===== config.mk =====
export PLATFORM = sky130hd
export DESIGN_NAME = ifetch_seq
export DESIGN_NICKNAME = d
export VERILOG_FILES = /design/src/rtl/ifetch_pkg.sv /design/src/rtl/ifs_phase.sv /design/src/rtl/ifs_pc.sv /design/src/rtl/ifs_wide_detect.sv /design/src/rtl/ifetch_seq.sv
export SDC_FILE = /design/constraint.sdc
export NUM_CORES = 1
export LEC_CHECK = 0
export ABC_AREA = 1
export BUFFER_PORTS_ARGS = -buffer_cell sky130_fd_sc_hd__buf_4
export CORE_ASPECT_RATIO = 0.8
export CORE_MARGIN = 2
export CORE_UTILIZATION = 50
export CTS_BUF_LIST = sky130_fd_sc_hd__clkbuf_4
export DETAILED_ROUTE_END_ITERATION = 10
export GPL_ROUTABILITY_DRIVEN = 0
export MAX_ROUTING_LAYER = met4
export PLACE_DENSITY = 0.76
export SLEW_MARGIN = 20
export SYNTH_ARGS = -nofsm -noshare
export SYNTH_HDL_FRONTEND = slang
export SYNTH_SLANG_ARGS = --single-unit

===== constraint.sdc =====
create_clock -name clk -period 1.84 [get_ports clk]
set_clock_uncertainty 0.05 [all_clocks]
set_input_delay 0.092 -clock clk [delete_from_list [all_inputs] [get_ports clk]]
set_output_delay 0.092 -clock clk [all_outputs]
set_load 0.01 [all_outputs]

===== src/rtl/ifetch_pkg.sv =====
// Package: shared widths, phase indices and the issue-slot type for the
// instruction fetch sequencer. Assumes 16-bit program words.
package ifetch_pkg;
    localparam int WORD_W     = 16;
    localparam int INSTR_W    = 2 * WORD_W;
    localparam int PHASES     = 4;
    localparam int PH_W       = $clog2(PHASES);
    localparam int PH_FETCH   = 1;   // fetch at the close of the second phase
    localparam int PH_ISSUE   = 3;   // issue and flush at the close of the last phase
    localparam int EXT_W      = 4;
    localparam logic [EXT_W-1:0]  EXT_PREFIX = '1;
    localparam logic [WORD_W-1:0] NOP_WORD   = '0;

    typedef struct packed {
        logic               valid;
        logic               wide;
        logic [INSTR_W-1:0] bits;
    } issue_t;

    localparam issue_t EMPTY_SLOT = '{valid: 1'b0, wide: 1'b0, bits: '0};
endpackage


===== src/rtl/ifs_phase.sv =====
// Phase generator: divides the oscillator clock into instruction cycles of
// PHASES clocks, gives a one-hot phase vector and two single-clock ticks.
// Assumes a synchronous active-low reset that starts in the first phase.
module ifs_phase
    import ifetch_pkg::*;
(
    input  logic              clk,
    input  logic              rst_n,
    output logic [PHASES-1:0] phase_oh,
    output logic              fetch_tick,
    output logic              issue_tick
);
    logic [PH_W-1:0] cnt;

    // Free-running phase counter, wraps every instruction cycle.
    always_ff @(posedge clk) begin
        if (!rst_n) cnt <= '0;
        else        cnt <= cnt + 1'b1;
    end

    // One decoder per phase.
    for (genvar i = 0; i < PHASES; i++) begin : g_ph
        assign phase_oh[i] = (cnt == PH_W'(i));
    end

    assign fetch_tick = phase_oh[PH_FETCH];
    assign issue_tick = phase_oh[PH_ISSUE];
endmodule


===== src/rtl/ifs_pc.sv =====
// Program address register: steps by one word per fetch, loads a target
// on redirect. Assumes load and advance never arrive on the same clock.
module ifs_pc #(
    parameter int AW = 12
) (
    input  logic          clk,
    input  logic          rst_n,
    input  logic          advance,
    input  logic          load,
    input  logic [AW-1:0] target,
    output logic [AW-1:0] pc
);
    // Address update: redirect first, otherwise step on fetch.
    always_ff @(posedge clk) begin
        if (!rst_n)       pc <= '0;
        else if (load)    pc <= target;
        else if (advance) pc <= pc + 1'b1;
    end
endmodule


===== src/rtl/ifs_wide_detect.sv =====
// Word classifier: flags a word that opens a two-word instruction (any
// mask/match table entry hits) and a word carrying the extension prefix.
// Assumes table entries are packed WORD_W slices, entry 0 in the low bits.
module ifs_wide_detect
    import ifetch_pkg::*;
#(
    parameter int                         NUM_WIDE   = 3,
    parameter logic [NUM_WIDE*WORD_W-1:0] WIDE_MASK  = '0,
    parameter logic [NUM_WIDE*WORD_W-1:0] WIDE_MATCH = '0
) (
    input  logic [WORD_W-1:0] word,
    output logic              is_first,
    output logic              is_ext
);
    logic [NUM_WIDE-1:0] hit;

    // One comparator per table entry.
    for (genvar i = 0; i < NUM_WIDE; i++) begin : g_ent
        assign hit[i] = ((word & WIDE_MASK[i*WORD_W +: WORD_W])
                         == WIDE_MATCH[i*WORD_W +: WORD_W]);
    end

    assign is_first = |hit;
    assign is_ext   = (word[WORD_W-1 -: EXT_W] == EXT_PREFIX);
endmodule


===== src/rtl/ifetch_seq.sv =====
// Top: instruction fetch and flush sequencer. Fetches one word per cycle at
// the close of the second phase, issues it at the close of the last phase,
// joins two-word forms behind one bubble and replaces redirected or stray
// slots by NOP. Assumes combinational program memory read by pmem_addr.
module ifetch_seq
    import ifetch_pkg::*;
#(
    parameter int                         AW         = 12,
    parameter int                         NUM_WIDE   = 3,
    parameter logic [NUM_WIDE*WORD_W-1:0] WIDE_MASK  = {16'hF000, 16'hFE00, 16'hFF00},
    parameter logic [NUM_WIDE*WORD_W-1:0] WIDE_MATCH = {16'hC000, 16'hEC00, 16'hEF00}
) (
    input  logic               clk,
    input  logic               rst_n,
    input  logic [WORD_W-1:0]  pmem_rdata,
    input  logic               flush_i,
    input  logic [AW-1:0]      flush_target,
    output logic [AW-1:0]      pmem_addr,
    output logic [INSTR_W-1:0] instr_o,
    output logic               instr_valid,
    output logic               instr_wide,
    output logic [PHASES-1:0]  phase_o
);
    logic              fetch_tick, issue_tick;
    logic [WORD_W-1:0] fetch_word;
    logic [WORD_W-1:0] first_word, first_word_nxt;
    logic              join_pend, join_pend_nxt;
    logic              is_first, is_ext;
    issue_t            slot_q, slot_nxt;
    logic              redirect;

    ifs_phase u_phase (
        .clk        (clk),
        .rst_n      (rst_n),
        .phase_oh   (phase_o),
        .fetch_tick (fetch_tick),
        .issue_tick (issue_tick)
    );

    assign redirect = issue_tick && flush_i;

    ifs_pc #(.AW(AW)) u_pc (
        .clk     (clk),
        .rst_n   (rst_n),
        .advance (fetch_tick),
        .load    (redirect),
        .target  (flush_target),
        .pc      (pmem_addr)
    );

    ifs_wide_detect #(
        .NUM_WIDE   (NUM_WIDE),
        .WIDE_MASK  (WIDE_MASK),
        .WIDE_MATCH (WIDE_MATCH)
    ) u_detect (
        .word     (fetch_word),
        .is_first (is_first),
        .is_ext   (is_ext)
    );

    // Prefetch register: captures the addressed word once per cycle.
    always_ff @(posedge clk) begin
        if (!rst_n)          fetch_word <= NOP_WORD;
        else if (fetch_tick) fetch_word <= pmem_rdata;
    end

    // Next issue slot and join state, decided at the cycle boundary.
    always_comb begin
        slot_nxt       = slot_q;
        join_pend_nxt  = join_pend;
        first_word_nxt = first_word;
        if (issue_tick) begin
            if (flush_i) begin
                slot_nxt      = EMPTY_SLOT;
                join_pend_nxt = 1'b0;
            end else if (join_pend) begin
                slot_nxt      = '{valid: 1'b1, wide: 1'b1, bits: {first_word, fetch_word}};
                join_pend_nxt = 1'b0;
            end else if (is_first) begin
                slot_nxt       = EMPTY_SLOT;
                join_pend_nxt  = 1'b1;
                first_word_nxt = fetch_word;
            end else if (is_ext) begin
                slot_nxt = EMPTY_SLOT;
            end else begin
                slot_nxt = '{valid: 1'b1, wide: 1'b0, bits: {NOP_WORD, fetch_word}};
            end
        end
    end

    // Issue and join registers.
    always_ff @(posedge clk) begin
        if (!rst_n) begin
            slot_q     <= EMPTY_SLOT;
            join_pend  <= 1'b0;
            first_word <= NOP_WORD;
        end else begin
            slot_q     <= slot_nxt;
            join_pend  <= join_pend_nxt;
            first_word <= first_word_nxt;
        end
    end

    assign instr_o     = slot_q.bits;
    assign instr_valid = slot_q.valid;
    assign instr_wide  = slot_q.wide;
endmodule


[Word-level counts from Yosys, hierarchy flattened]
Cells that the tools add are included.
Widths: inputs -> output; s select.
Operators by class
  add/sub/neg operators: 2
  equal/unequal tests: 7
  multiplexer cells: 9
  bitwise gates (word level): 2
  reductions and logical operators: 5
Operators with widths (count)
  $mux 34: 4
  $mux 12: 2
  $add 12x1->12 const B: 1
  $eq 4x4->1 const B: 2
  $eq 8x8->1 const B: 1
  $eq 7x7->1 const B: 1
  $eq 2x2->1 const B: 2
  $reduce_and 4->1: 1
  $mux 1: 3
  $reduce_or 3->1: 1
  $add 2x1->2 const B: 1
  $eq 2x1->1 const B: 1
  $logic_not 2->1: 1
  $not 1->1: 2
  $reduce_bool 2->1: 1
  $logic_and 1x1->1: 1
Storage, ports and cells
  register bits: 81
  input port bits: 31
  logic and storage cells: 33

[Depth between registers and ports, before layout]
  depth after elaboration: 5
  gate-level depth with buffers: 10
  mapped depth without buffers: 9

[Modules after synthesis]
A second synthesis with hierarchy kept.
Unflattened totals
  cells, all modules: 431
  area total of the unflattened synthesis: 3324.4 µm²
By module, submodules not included
  ifetch_seq: instances 1, cells each 298, area an instance 2413.6 µm², sequential area each 1341.3 µm²
  ifs_pc: instances 1, cells each 109, area an instance 721.9 µm², sequential area each 240.2 µm²
  ifs_phase: instances 1, cells each 14, area an instance 130.1 µm², sequential area each 40.0 µm²
  ifs_wide_detect: instances 1, cells each 10, area an instance 58.8 µm², sequential area each 0.0 µm²

[Worst setup path after synthesis]
OpenSTA, ideal clock, no wires.
  path kind: flip-flop to flip-flop
  from: register u_phase.cnt[0]
  to: register first_word[0]
  library setup time: 0.119 ns
  data arrival time: 1.363 ns
  required time: 1.671 ns
  slack: 0.308 ns
  cell stages (with the launch flop): 10
  path buffers: 1
  clock period less this slack: 1.532 ns
  cells stage by stage: dfxtp_1 > ha_1 > inv_2 > nor2_8 > inv_2 > nor2_1 > nand3_1 > clkbuf_1 > o21ai_0 > a21oi_1
On the way
  cells in the longest elaborated chain, start to end: 2
RTL lines
  from (decl): RTL line ifs_phase.sv:13  | logic [PH_W-1:0] cnt;
  from (signal assigned): RTL line ifs_phase.sv:18  | else cnt <= cnt + 1'b1;
  $eq 2x2->1: RTL line ifs_phase.sv:23  | assign phase_oh[i] = (cnt == PH_W'(i));
  named net issue_tick: RTL line ifetch_seq.sv:24  | logic fetch_tick, issue_tick;
  $reduce_and 4->1 (no source line)
  to (signal assigned): RTL line ifetch_seq.sv:100  | first_word <= first_word_nxt;
  to (decl): RTL line ifetch_seq.sv:26  | logic [WORD_W-1:0] first_word, first_word_nxt;
The timed path passes the listed nets, and every way through them passes these cells.
A chain may end at the register's enable or synchronous reset.

[Worst setup path in the final report]
  from: register u_phase.cnt[0]
  to: register slot_q, in the netlist instr_o[9]
On the way
  cells in the longest elaborated chain, start to end: 1
RTL lines
  $eq 2x2->1: RTL line ifs_phase.sv:23
  to (signal assigned): RTL line ifetch_seq.sv:98  | slot_q <= slot_nxt;
  to (decl): RTL line ifetch_seq.sv:29  | issue_t slot_q, slot_nxt;
No other way between the ends.

==> impl_metrics.env <==
export IMPL_status="complete, no violations"
export IMPL_ys_seq_elements=81
export IMPL_die_w_um=94.01
export IMPL_end_kind="register"
export IMPL_overflow=0
export IMPL_placeableCoreArea_sq_um=6344
export IMPL_rows=26
export IMPL_tightest_slew_ns=0.4926
export IMPL_async_flop_share_pct=0
export IMPL_p_leak_nw=1.844
export IMPL_muxShareOfSynthArea_pct=0
export IMPL_synthXorXnorAreaFrac_pct=0.5405
export IMPL_fillers=542
export IMPL_max_stage_delay_ns=0.40
export IMPL_insertion_delay_ns=0.43
export IMPL_finalCriticalPeriod_ns=1.727
export IMPL_nNetsFinal=574
export IMPL_first_pass_iters=5
export IMPL_cp_arrival_ns=2.03
export IMPL_timing_rr_start="u_phase.cnt[0]$_SDFF_PN0_"
export IMPL_power_total_w=0.003341
export IMPL_htree_levels=3
export IMPL_drv_slew=0
export IMPL_synth_yosys_seq_area_share_pct=50.04
export IMPL_hold_class="primary input to register"
export IMPL_synth_top_family_by_area="simple AND/OR/NAND/NOR gates"
export IMPL_drive_gt1_share_pct=20.99
export IMPL_path_clk_slew_ns=0.14
export IMPL_ant_nets=0
export IMPL_cts_root_buf="clkbuf_4"
export IMPL_reg2reg_slack_ns=0.11
export IMPL_antenna_found_initial=0
export IMPL_pin_count=81
export IMPL_routed_wl_um=8499
export IMPL_worstSetupPathType="register to register"
export IMPL_syn_avg_cell_area_sq_um=7.484
export IMPL_synth_top_cell_area_share_pct=50.04
export IMPL_die_h_um=76.01
export IMPL_crit_fanout=17
export IMPL_numCtsBuffers=9
export IMPL_finalSetupViolations=0
export IMPL_hp_start="flush_target[11]"
export IMPL_vias=3227
export IMPL_grt_max_degree=40
export IMPL_synth_edff_count=0
export IMPL_maxSlewHeadroom_pct=67.04
export IMPL_peakVddDrop_v=0.0004781
export IMPL_setup_worst_path_start="u_phase.cnt[0]$_SDFF_PN0_"
export IMPL_rsz0062_at_grt="no"
export IMPL_synth_simple_area_share_pct=22.82
export IMPL_min_delay_path_depth=5
export IMPL_drt_iter0_markers=182
export IMPL_synth_compound_area_share_pct=16.56
export IMPL_period_share_pct=93.87
export IMPL_dp_hpwl_um=5711
export IMPL_syn_area_sq_um=3241
export IMPL_synthAdderAreaFrac_pct=1.931
export IMPL_drv_cap=0
export IMPL_ys_types=28
export IMPL_synthesis_nets=469
export IMPL_yosys_warnings=0
export IMPL_setup_total_negative_slack_ns=0
export IMPL_synth_main_ff_cell="dfxtp_1"
export IMPL_hold_viol=0
export IMPL_initial_core_util_pct=51.08
export IMPL_antenna_diode_count=0
export IMPL_syn_inst=433
export IMPL_p_per_area_nw_per_um2=771.2
export IMPL_rr_worst_depth=9
export IMPL_grt_pass1_vias=2849
export IMPL_numClockSinks=81
export IMPL_cts_buffer_depth=2
export IMPL_wire_per_inst_um=13.56
export IMPL_worst_setup_path_start_kind="register"
export IMPL_grt_pass1_wl_um=13860
export IMPL_portBuffers=80
export IMPL_post_drt_via_cell_ratio=5.147
export IMPL_syn_to_final_growth_pct=33.67
export IMPL_synth_common_cells="nand2_1, dfxtp_1, a21oi_1, nor2_1, o21ai_0"
export IMPL_synth_area_leader_cell="dfxtp_1"
export IMPL_dieArea_sq_um=7145
export IMPL_cts_tree="yes"
export IMPL_yosysMostFrequentCell="nand2_1"
export IMPL_ys_top_cells_by_area="dfxtp_1, nand2_1, a21oi_1"
export IMPL_cp_cell_sequence="ha_1, inv_2, nor2_8, inv_2, nor2_1, nand2_1, nand2_2, nand2_1, a21oi_1"
export IMPL_max_freq_mhz=579.0
export IMPL_slowest_stage="dfxtp_1"
export IMPL_required_ns=2.14
export IMPL_drc=0
export IMPL_track_usage_pct=25.03
-- worst max-delay path, delay by kind of cell (launching register included) --
kind | cells | cell delay [ns]
buffers and inverters | 2 | 0.13
adder cells (fa/ha/maj) | 1 | 0.25
flip-flops | 1 | 0.40
AO/OA/AOI/OAI | 1 | 0.16
AND/OR/NAND/NOR | 5 | 0.66
-- through the flow --
step	utilization, %	std cells	setup WS, ns	hold slack (ns)	area, sq um
3_5_place_dp	61.91	585	0.1591	0.2719	3928
2_1_floorplan	-	433	0.3080	0.1769	3241
5_1_grt	68.28	627	0.001627	0.03414	4332
4_1_cts	68.28	627	0.09717	0.01132	4332
3_3_place_gp	61.91	585	0.2598	0.2670	3928
6_report	68.28	627	0.1129	0.009494	4332
-- routing by layer --
layer  share of wire [%]  GRT usage, %  wire (um)
met5                   0             -          0
met4                0.96         6.087         82
met3                 6.9         5.440        585
met2                  45         36.79       3860
met1                  47         35.45       3971
-- power breakdown --
part / internal [W] / switching, W / leakage (nW) / total [W]
sequential: 0.00181 / 0.0000570 / 0.657 / 0.00187
clock: 0.000432 / 0.000659 / 0.0807 / 0.00109
combinational: 0.000181 / 0.000202 / 1.11 / 0.000384
-- cell type report --
class                   instances  area [sq um]  share of cell area [%]
flip-flops and latches         81          1622                   37.44
multi-input cells             287          1356                   31.31
repair buffers                118         950.9                   21.95
inverters                      41         153.9                   3.553
well taps                      84         105.1                   2.426
clock inverters                 7         76.32                   1.762
clock buffers                   9         67.56                   1.560
-- flip-flops by register name (all words and copies together) (netlist names) --
name and flops:
join_pend 1, instr_wide 1, u_phase.cnt 2, u_pc.pc 12, instr_o 32, instr_valid 1
first_word 16, fetch_word 16
-- cell families after synthesis --
| kind of cell | Yosys count |
|---|---|
| and+or+nand+nor | 176 |
| AOI/OAI and AO/OA | 104 |
| DFF | 81 |
| buffers and inverters | 65 |
| adders and majority gates | 5 |
| xor gates and xnor gates | 2 |
-- cell usage in the layout, fill, tap and decap left out, drive strengths merged, types with 2 or more instances in the layout --
master,synthesis,layout
clkinv,2,4
clkbuf,17,9
a21oi,58,58
o21ai,40,40
nor2,50,50
dfxtp,81,81
nand4,2,2
xor2,2,2
buf,7,92
inv,39,43
nand3,29,29
ha,5,5
nand2,91,91
o221ai,2,2
nand3b,2,2
dlygate4sd3,0,26
-- final timing paths --
check	endpoint
worst min register to register	first_word[10]$_SDFFE_PN0P_
worst max-delay path	instr_o[9]$_SDFFE_PN0P_
worst min-delay path	u_pc.pc[11]$_SDFFE_PN0P_
worst max register to register	instr_o[9]$_SDFFE_PN0P_
-- timing repair --
| item | CTS | global route |
|---|---|---|
| resized for setup | 0 | 1 |
| setup buffers | 0 | 0 |
| setup endpoints to repair | 0 | 1 |
| endpoints found under the hold margin | 26 | 0 |
| hold buffers | 26 | 0 |
Note: power is estimated with default switching activity, not from simulation.
